$ cat src/rtl/bridge_ctl_pkg.sv
`timescale 1ns/1ps
package bridge_ctl_pkg;
    localparam int MAX_CH = 4;
    localparam int FIELD_W = 16;
    localparam logic [2:0] WORD_IRQ  = 3'd0;
    localparam logic [2:0] WORD_GPIO = 3'd6;
    localparam logic [2:0] WORD_MISC = 3'd7;

    typedef enum logic [0:0] {RST_HOLD = 1'b0, RST_RUN = 1'b1} rst_state_e;

    // status/enable bit used by a channel
    function automatic int chan_bit(input int ch);
        case (ch)
            0:       return 1;
            1:       return 0;
            2:       return 6;
            default: return 7;
        endcase
    endfunction

    // channel owning a field bit, -1 when none
    function automatic int bit_chan(input int b);
        for (int c = 0; c < MAX_CH; c++)
            if (chan_bit(c) == b) return c;
        return -1;
    endfunction

    // mask of field bits used by the first n channels
    function automatic logic [FIELD_W-1:0] pop_mask(input int n);
        logic [FIELD_W-1:0] m;
        m = '0;
        for (int c = 0; c < n; c++) m[chan_bit(c)] = 1'b1;
        return m;
    endfunction
endpackage

$ cat src/rtl/irq_unit.sv
`timescale 1ns/1ps
module irq_unit
    import bridge_ctl_pkg::*;
#(
    parameter int NUM_CH = 4
) (
    input  logic               clk,
    input  logic               rst_n,
    input  logic [MAX_CH-1:0]  chan_irq,
    input  logic [FIELD_W-1:0] clr_mask,
    input  logic [1:0]         en_lane_we,
    input  logic [FIELD_W-1:0] en_wdata,
    output logic [FIELD_W-1:0] status,
    output logic [FIELD_W-1:0] enable,
    output logic               irq_out
);
    localparam logic [FIELD_W-1:0] POP     = pop_mask(NUM_CH);
    localparam logic [FIELD_W-1:0] ALL_CH  = pop_mask(MAX_CH);
    localparam logic [FIELD_W-1:0] EN_KEEP = ~(ALL_CH & ~POP);

    logic [FIELD_W-1:0] st_q;
    logic [FIELD_W-1:0] en_q;
    logic [FIELD_W-1:0] en_d;

    for (genvar b = 0; b < FIELD_W; b++) begin : g_bit
        if (POP[b]) begin : g_live
            localparam int CH = bit_chan(b);
            always_ff @(posedge clk) begin
                if (!rst_n) st_q[b] <= 1'b0;
                else        st_q[b] <= chan_irq[CH] | (st_q[b] & ~clr_mask[b]);
            end
            AST_SET_BEATS_CLEAR: assert property (@(posedge clk) disable iff (!rst_n)
                chan_irq[CH] |=> st_q[b]);
            AST_CLEAR_TAKES: assert property (@(posedge clk) disable iff (!rst_n)
                (clr_mask[b] && !chan_irq[CH]) |=> !st_q[b]);
        end else begin : g_dead
            assign st_q[b] = 1'b0;
        end
    end

    always_comb begin
        en_d = en_q;
        if (en_lane_we[0]) en_d[7:0]  = en_wdata[7:0];
        if (en_lane_we[1]) en_d[15:8] = en_wdata[15:8];
        en_d = en_d & EN_KEEP;
    end

    always_ff @(posedge clk) begin
        if (!rst_n) en_q <= '0;
        else        en_q <= en_d;
    end

    assign status  = st_q;
    assign enable  = en_q;
    assign irq_out = |(st_q & en_q & POP);

    AST_NO_GHOST_ENABLE: assert property (@(posedge clk) disable iff (!rst_n)
        (en_lane_we != 2'b00) |=> ((enable & ALL_CH & ~POP) == '0));
endmodule

$ cat src/rtl/ctl_regs.sv
`timescale 1ns/1ps
module ctl_regs
    import bridge_ctl_pkg::*;
#(
    parameter int          DATA_W   = 32,
    parameter logic [31:0] MISC_RST = 32'h0100_0000,
    parameter int          RST_BIT  = 24,
    parameter int          MUX_BIT  = 26
) (
    input  logic              clk,
    input  logic              rst_n,
    input  logic [DATA_W/8-1:0] gpio_we,
    input  logic [DATA_W/8-1:0] misc_we,
    input  logic [DATA_W-1:0] wdata,
    output logic [DATA_W-1:0] gpio_q,
    output logic [DATA_W-1:0] misc_q,
    output logic              chan_reset,
    output logic              mux_mode
);
    localparam int LANES    = DATA_W / 8;
    localparam int RST_LANE = RST_BIT / 8;

    rst_state_e state_q, state_d;

    for (genvar l = 0; l < LANES; l++) begin : g_lane
        always_ff @(posedge clk) begin
            if (!rst_n) begin
                gpio_q[l*8 +: 8] <= '0;
                misc_q[l*8 +: 8] <= MISC_RST[l*8 +: 8];
            end else begin
                if (gpio_we[l]) gpio_q[l*8 +: 8] <= wdata[l*8 +: 8];
                if (misc_we[l]) misc_q[l*8 +: 8] <= wdata[l*8 +: 8];
            end
        end
    end

    // next state
    always_comb begin
        state_d = state_q;
        unique case (state_q)
            RST_HOLD: if (misc_we[RST_LANE] && !wdata[RST_BIT]) state_d = RST_RUN;
            RST_RUN:  if (misc_we[RST_LANE] &&  wdata[RST_BIT]) state_d = RST_HOLD;
            default:  state_d = RST_HOLD;
        endcase
    end

    // state register
    always_ff @(posedge clk) begin
        if (!rst_n) state_q <= RST_HOLD;
        else        state_q <= state_d;
    end

    // outputs
    always_comb begin
        chan_reset = (state_q == RST_HOLD);
        mux_mode   = ~misc_q[MUX_BIT];
    end

    AST_RESET_ENTERS_HOLD: assert property (@(posedge clk) disable iff (!rst_n)
        (misc_we[RST_LANE] && wdata[RST_BIT]) |=> chan_reset);
    AST_RESET_RELEASES: assert property (@(posedge clk) disable iff (!rst_n)
        (misc_we[RST_LANE] && !wdata[RST_BIT]) |=> !chan_reset);
    AST_MUX_LEFT: assert property (@(posedge clk) disable iff (!rst_n)
        (misc_we[MUX_BIT/8] && wdata[MUX_BIT]) |=> !mux_mode);
    AST_RESET_STEADY: assert property (@(posedge clk) disable iff (!rst_n)
        !misc_we[RST_LANE] |=> $stable(chan_reset));
endmodule

$ cat src/rtl/bridge_irq_ctrl.sv
`timescale 1ns/1ps
module bridge_irq_ctrl
    import bridge_ctl_pkg::*;
#(
    parameter int NUM_CH = 4
) (
    input  logic        clk,
    input  logic        rst_n,
    input  logic        reg_we,
    input  logic [4:2]  reg_addr,
    input  logic [3:0]  reg_be,
    input  logic [31:0] reg_wdata,
    output logic [31:0] reg_rdata,
    input  logic [3:0]  chan_irq,
    output logic        host_irq,
    output logic [31:0] gpio_ctrl,
    output logic        chan_reset,
    output logic        mux_mode
);
    logic               hit_irq, hit_gpio, hit_misc;
    logic [FIELD_W-1:0] clr_mask;
    logic [FIELD_W-1:0] st_w, en_w;
    logic [31:0]        gpio_w, misc_w;

    assign hit_irq  = reg_we && (reg_addr == WORD_IRQ);
    assign hit_gpio = reg_we && (reg_addr == WORD_GPIO);
    assign hit_misc = reg_we && (reg_addr == WORD_MISC);

    assign clr_mask = {reg_be[1] ? reg_wdata[15:8] : 8'h00,
                       reg_be[0] ? reg_wdata[7:0]  : 8'h00} & {FIELD_W{hit_irq}};

    irq_unit #(.NUM_CH(NUM_CH)) u_irq (
        .clk        (clk),
        .rst_n      (rst_n),
        .chan_irq   (chan_irq),
        .clr_mask   (clr_mask),
        .en_lane_we (reg_be[3:2] & {2{hit_irq}}),
        .en_wdata   (reg_wdata[31:16]),
        .status     (st_w),
        .enable     (en_w),
        .irq_out    (host_irq)
    );

    ctl_regs u_ctl (
        .clk        (clk),
        .rst_n      (rst_n),
        .gpio_we    (reg_be & {4{hit_gpio}}),
        .misc_we    (reg_be & {4{hit_misc}}),
        .wdata      (reg_wdata),
        .gpio_q     (gpio_w),
        .misc_q     (misc_w),
        .chan_reset (chan_reset),
        .mux_mode   (mux_mode)
    );

    assign gpio_ctrl = gpio_w;

    always_comb begin
        unique case (reg_addr)
            WORD_IRQ:  reg_rdata = {en_w, st_w};
            WORD_GPIO: reg_rdata = gpio_w;
            WORD_MISC: reg_rdata = misc_w;
            default:   reg_rdata = 32'h0;
        endcase
    end

    AST_IRQ_DROPS_ON_CLEAR: assert property (@(posedge clk) disable iff (!rst_n)
        (hit_irq && reg_be[1:0] == 2'b11 && reg_wdata[15:0] == 16'hFFFF && chan_irq == 4'h0)
        |=> !host_irq);
    AST_UNMAPPED_ZERO: assert property (@(posedge clk) disable iff (!rst_n)
        (reg_addr != WORD_IRQ && reg_addr != WORD_GPIO && reg_addr != WORD_MISC)
        |-> reg_rdata == 32'h0);
endmodule

$ cat config.mk
export PLATFORM = sky130hd
export DESIGN_NAME = bridge_irq_ctrl
export DESIGN_NICKNAME = d
export VERILOG_FILES = /design/src/rtl/bridge_ctl_pkg.sv /design/src/rtl/irq_unit.sv /design/src/rtl/ctl_regs.sv /design/src/rtl/bridge_irq_ctrl.sv
export SDC_FILE = /design/constraint.sdc
export NUM_CORES = 1
export LEC_CHECK = 0
export ABC_CLOCK_PERIOD_IN_PS = 1200
export BUFFER_PORTS_ARGS = -buffer_cell sky130_fd_sc_hd__buf_4
export CELL_PAD_IN_SITES_DETAIL_PLACEMENT = 1
export CELL_PAD_IN_SITES_GLOBAL_PLACEMENT = 2
export CORE_MARGIN = 2
export CORE_UTILIZATION = 27
export DETAILED_ROUTE_END_ITERATION = 8
export PLACE_DENSITY_LB_ADDON = 0.1
export SLEW_MARGIN = 25
export SYNTH_ARGS = -nofsm -noshare
export SYNTH_HDL_FRONTEND = slang
export SYNTH_SLANG_ARGS = --single-unit
$ cat constraint.sdc
create_clock -name clk -period 1.2 [get_ports clk]
set_input_delay 0.24 -clock clk [delete_from_list [all_inputs] [get_ports clk]]
set_output_delay 0.24 -clock clk [all_outputs]
set_load 0.02 [all_outputs]
==> results.ini, run 1 <==
[place]
dp_slack_ns=-0.249
place.gp.congestion=0.731
dpl_cell_area_um2=5190
port_buffers=112
dp.cells=720
dp_hpwl_um=8640

[worst_setup_path]
cp_top_family=buffers and inverters
cp_cell_sequence=buf_12 -> nor2_4 -> buf_12 -> a22oi_1 -> o21ai_2 -> buf_6
worstPathRequired_ns=0.96
cpMostUsedCell=buf_12
crit_cells=6
endpoint=reg_rdata[20]
ff2ff_path_depth=2
timing.rr.end=u_ctl.misc_q[24]
setup.worst_path.start_class=input port
reg2reg_from=u_ctl.misc_q[24]
path_buf_inv=3
critical_path.max_stage_delay_ns=0.18
crit_start=reg_addr[3]
endpoint_kind=output port
slowest_stage=nor2_4
cp.arrival_ns=1.11
cp_max_fo=11
critical_path_class=input port to output port
rrSetupSlack_ns=0.40

[clock_tree]
htree_levels=3
clock-sinks=85
cts_buffer_depth=2
numCtsBuffers=9
clk_latency_ns=0.34
tritoncts=yes
cts-root-buf=clkbuf_16
cts_hold_buf=0
clk_pin_slew_ns=0.07

[floorplanning]
num_rows=43
top_level_ports=113
die_width_um=123
die_h_um=123
start_util_pct=27.5
core_area_um2=13800
die_area_um2=15100

[logic_synthesis]
synth-seq-cells=85
yosys_warnings=0
async_flop_share_pct=0
synth_enable_flop_cells=0
ys_top_cells_by_area=dfxtp_1 (45%), mux2i_1 (24%), nand2_1 (14%), a22oi_1 (4.3%), o21ai_0 (3.2%)
synth_nets=478
yosysTopAreaCell=dfxtp_1
ys_types=24
ys.flop_type=dfxtp_1
yosysTopAreaCellShare_pct=44.7
ys_seq_area_share_pct=44.7
synth.cell_area_um2=3800
yosysMostFrequentCell=nand2_1
syn_avg_cell_area_um2=8.80
postSynthCellCount=432
yosys-top-cells-count=nand2_1 (139), mux2i_1 (92), dfxtp_1 (85)

[sta]
finalCriticalPeriod_ns=1.35
tightest_slew_ns=0.323
max_freq_mhz=740
fin_worst_skew_ns=0
setup_viol=33
grt_setup_unrepaired=true
relSlewSlack_pct=78.4
finalCritPeriodShare_pct=113
maxSlewViolCount=0
worst_slack_ns=-0.152
hold_viol=0
whs_ns=0.174

[layout]
fin_area_um2=6040
fillCellCount=1561
syn2layout_area_growth_pct=58.7
nets=615
num_antenna_cells=0
drive_gt1_share_pct=49.1
utilization_pct=43.7
layout.cells.non_filler=754

[route]
drt_wl_total_um=12800
ant_nets=0
vias=3551
wire_per_inst_um=16.9
drtPass1Iterations=4
drt_drc_violations_left=0
viasPerCell=4.71
drt_first_iter_violations=116

[grt]
grt-ovfl-total=0
grt_pass1_vias=3637
grt_max_degree=32
antenna_found_initial=0
grt_use_total_pct=17.5
grt_pass1_wl_um=19900

[run_status]
violations=setup timing
outcome=finished with violations

[power]
cellLeakagePower_nw=2.81
peakVddDrop_v=0.000660
power.density_cell_area_nw_per_um2=1090

[hold_path]
worstHoldPathType=input port to register

[job]
cap_violations=0

worst reg2reg max path, stage by stage, from the launching register on:
cell and delay, ns:
dfxtp_1 0.31, nand2b_1 0.14, mux2_4 0.25
how the worst min path moves through the flow:
stage                     depth (start not counted)                to        startpoint  slack, ns
after floorplan                                   2   u_ctl.gpio_q[0]      reg_wdata[0]       0.40
after global placement                            2  u_ctl.misc_q[13]  u_ctl.misc_q[13]       0.44
after detailed placement                          2   u_ctl.misc_q[9]   u_ctl.misc_q[9]       0.45
after CTS                                         3   u_irq.status[6]       chan_irq[2]       0.16
after global routing                              3  u_ctl.gpio_q[13]     reg_wdata[13]       0.18
final                                             3   u_irq.status[6]       chan_irq[2]       0.17
power by group:
group          switching [mW]  internal (mW)
clock                    1.16           1.78
combinational           0.389          0.351
sequential             0.0365           2.87
total                    1.59           5.00
registers in the layout (all words and copies together) (netlist names), named ones only:
name / flops
u_ctl.gpio_q: 32
u_ctl.misc_q: 32
u_irq.enable: 16
u_irq.status: 4
placed cells by master (no fill, tap or decap), types with 2 or more instances in the layout:
cell and count:
a21oi_1 4, a22oi_1 5, a22oi_2 17, and2_4 2, buf_12 13, buf_4 98, buf_6 39, clkbuf_16 10
clkbuf_8 3, dfxtp_1 39, dfxtp_2 43, dfxtp_4 3, inv_1 2, mux2i_1 89, mux2i_2 3, nand2_1 137
nand2_2 6, nand2_4 3, nand2b_1 2, nor2_1 6, nor2_2 11, o21ai_0 4, o21ai_2 20
per-stage QoR:
step	total power [mW]	TNS [ns]
6_report	6.59	-3.05
5_1_grt	6.88	-4.75
4_1_cts	6.65	-3.64
3_5_place_dp	3.62	-16.70
3_3_place_gp	3.61	-14.87
2_1_floorplan	3.29	-0.819
cell families after synthesis:
logic type | synth area share (%)
mux | 24.5
buf+inv | 3.36
simple gates | 19.4
compound gates | 8.03
flops | 44.7
layout make-up:
| cell class | count | area, um^2 | share of cell area (%) |
|---|---|---|---|
| multi-input cells | 318 | 2220 | 36.8 |
| flip-flops and latches | 85 | 1770 | 29.3 |
| repair buffers | 153 | 1500 | 24.9 |
| clock buffers | 13 | 270 | 4.48 |
| well taps | 180 | 225 | 3.73 |
| clock inverters | 3 | 42.5 | 0.705 |
| inverters | 2 | 7.51 | 0.124 |
layer usage:
layer | up-vias | part of all wire (%) | track usage [%]
li1 | 1745 | - | -
met1 | 1721 | 46 | 23.5
met2 | 74 | 48 | 28.2
met3 | 11 | 4.0 | 3.30
met4 | 0 | 1.2 | 5.82
met5 | - | 0 | 0
timing repair:
action / CTS / global route
setup buffers: 15 / 0
cloned: 2 / 1
gates resized for setup: 87 / 33
setup endpoints to repair: 33 / 40
pin swaps: 12 / 4
No activity file was read; power rests on OpenSTA's default activity.
==> run 2: changes to the inputs <==
--- a/config.mk
+++ b/config.mk
@@ -5,12 +5,12 @@
 export SDC_FILE = /design/constraint.sdc
 export NUM_CORES = 1
 export LEC_CHECK = 0
-export ABC_CLOCK_PERIOD_IN_PS = 1200
+export ABC_AREA = 1
 export BUFFER_PORTS_ARGS = -buffer_cell sky130_fd_sc_hd__buf_4
 export CELL_PAD_IN_SITES_DETAIL_PLACEMENT = 1
-export CELL_PAD_IN_SITES_GLOBAL_PLACEMENT = 2
+export CELL_PAD_IN_SITES_GLOBAL_PLACEMENT = 1
 export CORE_MARGIN = 2
-export CORE_UTILIZATION = 27
+export CORE_UTILIZATION = 32
 export DETAILED_ROUTE_END_ITERATION = 8
 export PLACE_DENSITY_LB_ADDON = 0.1
 export SLEW_MARGIN = 25
==> results.ini, run 2 <==
[grt]
grt-ovfl-total=0  ; unchanged
grt_pass1_wl_um=23300  ; +17%
grt_max_degree=22  ; -31%
antenna_found_initial=0  ; unchanged
grt_pass1_vias=4423  ; +22%
grt_use_total_pct=22.4  ; +4.9 points

[worst_setup_path]
cp_cell_sequence=buf_12 -> nand2_8 -> nor2_4 -> buf_8 -> buf_12 -> buf_12 -> nand2_2 -> o211ai_1 -> buf_4
ff2ff_path_depth=5  ; +3
critical_path.max_stage_delay_ns=0.18  ; about the same
setup.worst_path.start_class=input port
cp_max_fo=5  ; -6
cp_top_family=buffers and inverters
reg2reg_from=u_irq.enable[8]
cp.arrival_ns=1.24  ; +0.13 ns
crit_start=reg_addr[4]
timing.rr.end=u_irq.enable[8]
rrSetupSlack_ns=0.48  ; +0.08 ns
endpoint_kind=output port
worstPathRequired_ns=0.96  ; about the same
cpMostUsedCell=buf_12
endpoint=reg_rdata[6]
slowest_stage=nor2_4
critical_path_class=input port to output port
crit_cells=9  ; +3
path_buf_inv=5  ; +2

[logic_synthesis]
ys_top_cells_by_area=dfxtp_1 (42%), nor2_1 (15%), nand2_1 (14%), nand3_1 (8.3%), inv_1 (6.0%)
synth_enable_flop_cells=0  ; unchanged
async_flop_share_pct=0  ; unchanged
yosysTopAreaCellShare_pct=41.7  ; -3.0 points
yosys-top-cells-count=nor2_1 (160), nand2_1 (147), dfxtp_1 (85)
synth-seq-cells=85  ; unchanged
ys_types=26  ; +8.3%
ys_seq_area_share_pct=41.7  ; -3.0 points
ys.flop_type=dfxtp_1
synth_nets=665  ; +39%
syn_avg_cell_area_um2=6.59  ; -25%
yosys_warnings=0  ; unchanged
yosysTopAreaCell=dfxtp_1
yosysMostFrequentCell=nor2_1
synth.cell_area_um2=4080  ; +7.3%
postSynthCellCount=619  ; +43%

[layout]
fillCellCount=1647  ; +5.5%
layout_commonest_cell=nor2_1
nets=807  ; +31%
regArea_um2=1710  ; -3.1%
num_antenna_cells=0  ; unchanged
syn2layout_area_growth_pct=52.9
multi_input_area_um2=2190  ; -1.2%
utilization_pct=49.9  ; +6.2 points
final_cell_mix=nor2_1 (159), nand2_1 (127), buf_4 (114), dfxtp_1 (77), nand3_1 (66)
drive_gt1_share_pct=30.3  ; -19 points

[place]
dp_hpwl_um=9940  ; +15%
dp_slack_ns=-0.239  ; +0.00982 ns
port_buffers=112  ; unchanged
place.gp.congestion=0.763  ; +4.4%

[sta]
relSlewSlack_pct=78.4  ; about the same
maxSlewViolCount=0  ; unchanged
max_freq_mhz=676  ; -8.6%
setup_viol=33  ; unchanged
finalCritPeriodShare_pct=123  ; +11 points
finalCriticalPeriod_ns=1.48  ; +0.127 ns
hold_viol=0  ; unchanged
setup_tns_ns=-7.42  ; -4.36 ns
tightest_slew_ns=0.324  ; +0.00156 ns
fin_worst_skew_ns=0  ; unchanged
worst_slack_ns=-0.279  ; -0.127 ns
grt_setup_unrepaired=true

[clock_tree]
clock-sinks=85  ; unchanged
htree_levels=3  ; unchanged
clk_latency_ns=0.34  ; about the same
cts-root-buf=clkbuf_16
clk_pin_slew_ns=0.06  ; about the same
cts_hold_buf=0  ; unchanged
numCtsBuffers=9  ; unchanged
cts_buffer_depth=2  ; unchanged
tritoncts=yes

[floorplanning]
num_rows=41  ; -4.7%
start_util_pct=32.6  ; +5.1 points
die_width_um=117  ; -4.7%
core_area_um2=12500  ; -9.5%
die_area_um2=13700  ; -9.2%
die_h_um=117  ; -4.7%
top_level_ports=113  ; unchanged

[power]
p_switching_mw=1.75  ; +10%
power_frac_comb_pct=14.9  ; +3.7 points
cellLeakagePower_nw=3.04  ; +8.0%
peakVddDrop_v=0.000522  ; -21%
power_mw=6.64  ; +0.79%
p_clk_share_pct=40.7  ; -4.0 points
power.density_cell_area_nw_per_um2=1060  ; -2.5%
p_int_mw=4.89  ; -2.2%
swShare_pct=26.3  ; +2.2 points
p_seq_share_pct=44.3  ; +0.2 points

[route]
drtPass1Iterations=4  ; unchanged
drt_wl_total_um=15500  ; +22%
drt_drc_violations_left=0  ; unchanged
vias=4521  ; +27%
drt_first_iter_violations=147  ; +27%
viasPerCell=4.82  ; +2.5%
ant_nets=0  ; unchanged
wire_per_inst_um=16.6  ; -2.1%

[hold_path]
hold_depth=3  ; unchanged
worstHoldPathType=input port to register

[job]
cap_violations=0  ; unchanged

[run_status]
outcome=finished with violations
violations=setup timing

-- run 2: cell count changes after synthesis, sizes merged, moves of 12 or more --
cell    previous run  this run
a22oi             22         0
o211ai             0        17
buf                8        23
o21ai             24         1
nand3              1        69
nor2              18       171
inv                2        66
mux2i             92         0
a22o               0        12
-- run 2: cell type report --
cell class	instances	area share [%]
tap	172	3.45
multi-input combinational	437	35.2
timing repair buffer	161	25.3
sequential	85	27.4
clock buffer	14	4.39
clock inverter	1	0.0802
inverter	67	4.23
-- run 2: tightest hold or removal path: stages --
cell and delay [ns]:
buf_4 0.08, nor2_1 0.04, nor2_1 0.08
-- run 2: what timing repair did --
action / in CTS / in global routing
endpoints found under the setup margin: 33 / 65
cloned: 5 / 2
pin swaps: 12 / 24
gates resized for setup: 53 / 49
buffers inserted: 11 / 8
-- run 2: layer usage --
layer | global-route usage [%] | wire length (um) | vias up
met5 | 0 | 0 | -
met4 | 7.45 | 347 | 0
met3 | 3.45 | 624 | 28
met2 | 41.0 | 8090 | 109
met1 | 26.7 | 6490 | 2162
li1 | - | - | 2222
-- run 2: stage by stage --
step | cells | instance area (um^2) | hold WS, ns
5_1_grt | 937 | 6240 | 0.136
2_1_floorplan | 619 | 4100 | 0.374
4_1_cts | 932 | 6040 | 0.126
3_3_place_gp | 901 | 5380 | 0.451
6_report | 937 | 6240 | 0.135
3_5_place_dp | 901 | 5380 | 0.462
-- run 2: worst min path at each step --
| stage | slack (ns) | to | from |
|---|---|---|---|
| final | 0.14 | u_irq.enable[2] | reg_wdata[18] |
| after global routing | 0.14 | u_irq.enable[2] | reg_wdata[18] |
| after CTS | 0.13 | u_irq.enable[2] | reg_wdata[18] |
| after detailed placement | 0.46 | u_ctl.misc_q[30] | u_ctl.misc_q[30] |
| after global placement | 0.45 | u_ctl.misc_q[27] | u_ctl.misc_q[27] |
| after floorplan | 0.37 | u_irq.status[0] | chan_irq[1] |
-- run 2: cell families after synthesis --
logic type | share of synthesized area [%]
buf+inv | 9.69
simple gates | 41.8
compound gates | 6.81
flops | 41.7
-- run 2: power by group through the flow --
| stage | clock network (mW) | logic, mW | registers (mW) |
|---|---|---|---|
| final | 2.71 | 0.992 | 2.94 |
| after floorplan | 0 | 0.390 | 3.01 |
| after global placement | 0 | 0.795 | 2.99 |
| after detailed placement | 0 | 0.814 | 3.00 |
| after global routing | 2.88 | 1.07 | 2.95 |
| after CTS | 2.75 | 0.934 | 2.94 |
==> run 3: changes to the inputs <==
--- a/config.mk
+++ b/config.mk
@@ -6,13 +6,14 @@
 export NUM_CORES = 1
 export LEC_CHECK = 0
 export ABC_AREA = 1
-export BUFFER_PORTS_ARGS = -buffer_cell sky130_fd_sc_hd__buf_4
 export CELL_PAD_IN_SITES_DETAIL_PLACEMENT = 1
 export CELL_PAD_IN_SITES_GLOBAL_PLACEMENT = 1
 export CORE_MARGIN = 2
-export CORE_UTILIZATION = 32
+export CORE_UTILIZATION = 39
 export DETAILED_ROUTE_END_ITERATION = 8
+export DONT_BUFFER_PORTS = 1
 export PLACE_DENSITY_LB_ADDON = 0.1
+export SKIP_LAST_GASP = 1
 export SLEW_MARGIN = 25
 export SYNTH_ARGS = -nofsm -noshare
 export SYNTH_HDL_FRONTEND = slang
==> results.ini, run 3 (synthesized netlist as in run 2, its figures left out) <==
[route]
viasPerCell=5.00  ; +3.6%
drt_first_iter_violations=87  ; -41%
wire_per_inst_um=16.2  ; -2.5%
vias=4075  ; -9.9%
ant_nets=0  ; unchanged
drt_wl_total_um=13200  ; -15%
drtPass1Iterations=4  ; unchanged
drt_drc_violations_left=0  ; unchanged

[sta]
hold_viol=0  ; unchanged
finalCritPeriodShare_pct=114  ; -9.4 points
grt_setup_unrepaired=true
maxSlewViolCount=0  ; unchanged
tightest_slew_ns=0.798  ; +0.474 ns
worst_slack_ns=-0.167  ; +0.113 ns
fin_worst_skew_ns=0  ; unchanged
finalCriticalPeriod_ns=1.37  ; -0.113 ns
whs_ns=0.00327  ; -0.132 ns
max_freq_mhz=732  ; +8.2%
setup_viol=37  ; +12%
relSlewSlack_pct=46.6  ; -32 points

[grt]
antenna_found_initial=0  ; unchanged
met3_usage_pct=4.35  ; +0.90 points
grtUsageMet2_pct=40.7  ; -0.30 points
grt_use_met1_pct=28.2  ; +1.5 points
grt_use_total_pct=23.1  ; +0.72 points
grt_busiest_layer=met2
grt_pass1_vias=4119  ; -6.9%
grt_max_degree=83  ; +280%
grt-ovfl-total=0  ; unchanged
grt_pass1_wl_um=20700  ; -11%

[power]
peakVddDrop_v=0.000665  ; +27%
power_mw=5.58  ; -16%
power.density_cell_area_nw_per_um2=1070  ; +0.30%
cellLeakagePower_nw=2.49  ; -18%

[worst_setup_path]
endpoint_kind=output port
timing.rr.end=u_ctl.gpio_q[11]
critical_path_class=register to output port
reg2reg_from=u_ctl.gpio_q[11]
cp_max_fo=3  ; -2
endpoint=reg_rdata[23]
setup.worst_path.start_class=register
cp.arrival_ns=1.13  ; -0.11 ns
worstPathRequired_ns=0.96  ; about the same
rrSetupSlack_ns=0.44  ; -0.04 ns
ff2ff_path_depth=3  ; -2
crit_start=u_irq.enable[7]

[run_status]
violations=setup timing
outcome=finished with violations

[floorplanning]
num_rows=37  ; -9.8%
top_level_ports=113  ; unchanged
die_h_um=106  ; -9.1%
die_width_um=106  ; -9.1%
start_util_pct=39.9  ; +7.3 points
die_area_um2=11300  ; -17%
core_area_um2=10200  ; -18%

[place]
dp_slack_ns=-0.140  ; +0.0986 ns
port_buffers=0  ; -100%
dp_hpwl_um=8800  ; -11%
place.gp.congestion=0.748  ; -1.9%

[clock_tree]
cts-root-buf=clkbuf_8
clk_latency_ns=0.35  ; about the same
tritoncts=yes
clk_pin_slew_ns=0.08  ; +0.02 ns
numCtsBuffers=9  ; unchanged
cts_buffer_depth=2  ; unchanged
clock-sinks=85  ; unchanged
htree_levels=3  ; unchanged

[layout]
num_antenna_cells=0  ; unchanged
drive_gt1_share_pct=24.6  ; -5.7 points
multi_input_area_um2=2180  ; -0.57%
syn2layout_area_growth_pct=28.1
fillCellCount=1329  ; -19%
regArea_um2=1740  ; +1.5%
layout_commonest_cell=nor2_1
final_cell_mix=nor2_1 (160), nand2_1 (143), buf_4 (66), nand3_1 (64), dfxtp_1 (58)
nets=721  ; -11%

[hold_path]
worstHoldPathType=input port to register

[job]
cap_violations=0  ; unchanged

==> run 3: how the worst min path moves through the flow <==
| stage | end | slack (ns) | startpoint | depth (start not counted) |
|---|---|---|---|---|
| floorplan | u_irq.status[0] | 0.37 | chan_irq[1] | 2 |
| global placement | u_ctl.misc_q[24] | 0.34 | rst_n | 1 |
| detailed placement | u_ctl.misc_q[24] | 0.34 | rst_n | 1 |
| CTS | u_ctl.misc_q[24] | -0.03 | rst_n | 1 |
| global route | u_ctl.gpio_q[13] | 0.006 | rst_n | 2 |
| finish | u_irq.enable[1] | 0.003 | rst_n | 2 |
==> run 3: final cells by class <==
type                       instances  area share, %
multi-input combinational        434           41.7
sequential                        85           33.2
timing repair buffer              78           13.3
inverter                          67           4.86
tap                              136           3.25
clock buffer                      11           2.70
clock inverter                     4          0.933
==> run 3: what timing repair did <==
| item | in CTS | in global routing |
|---|---|---|
| endpoints found under the hold margin | 41 | 15 |
| gates cloned | 0 | 1 |
| pin swaps | 20 | 15 |
| endpoints found under the setup margin | 33 | 33 |
| setup buffers | 4 | 6 |
| gates resized for setup | 49 | 28 |
==> run 3: where the power goes <==
part | leakage, nW | internal (mW) | switching (mW)
Clock | 0.0992 | 1.01 | 1.05
Sequential | 0.701 | 2.89 | 0.0435
Combinational | 1.69 | 0.227 | 0.364
Total | 2.49 | 4.13 | 1.45
==> run 3: stage by stage <==
step | cell area, um^2 | utilization [%] | setup TNS, ns | instances
finish | 5230 | 51.1 | -2.83 | 815
floorplan | 4100 | - | -1.11 | 619
global placement | 4670 | 45.6 | -1.67 | 788
detailed placement | 4670 | 45.6 | -2.59 | 788
global route | 5230 | 51.1 | -4.32 | 815
CTS | 5050 | 49.4 | -2.85 | 807
==> run 3: metal layers <==
metal | up-vias | routed length [um]
li1 | 2039 | -
met3 | 16 | 539
met1 | 1939 | 5800
met5 | - | 0
met2 | 81 | 6630
met4 | 0 | 214
==> run 3: worst max-delay path, stage by stage, from the launching register on <==
cell and delay [ns]:
dfxtp_2 0.33, inv_2 0.05, o211ai_1 0.21, buf_4 0.19
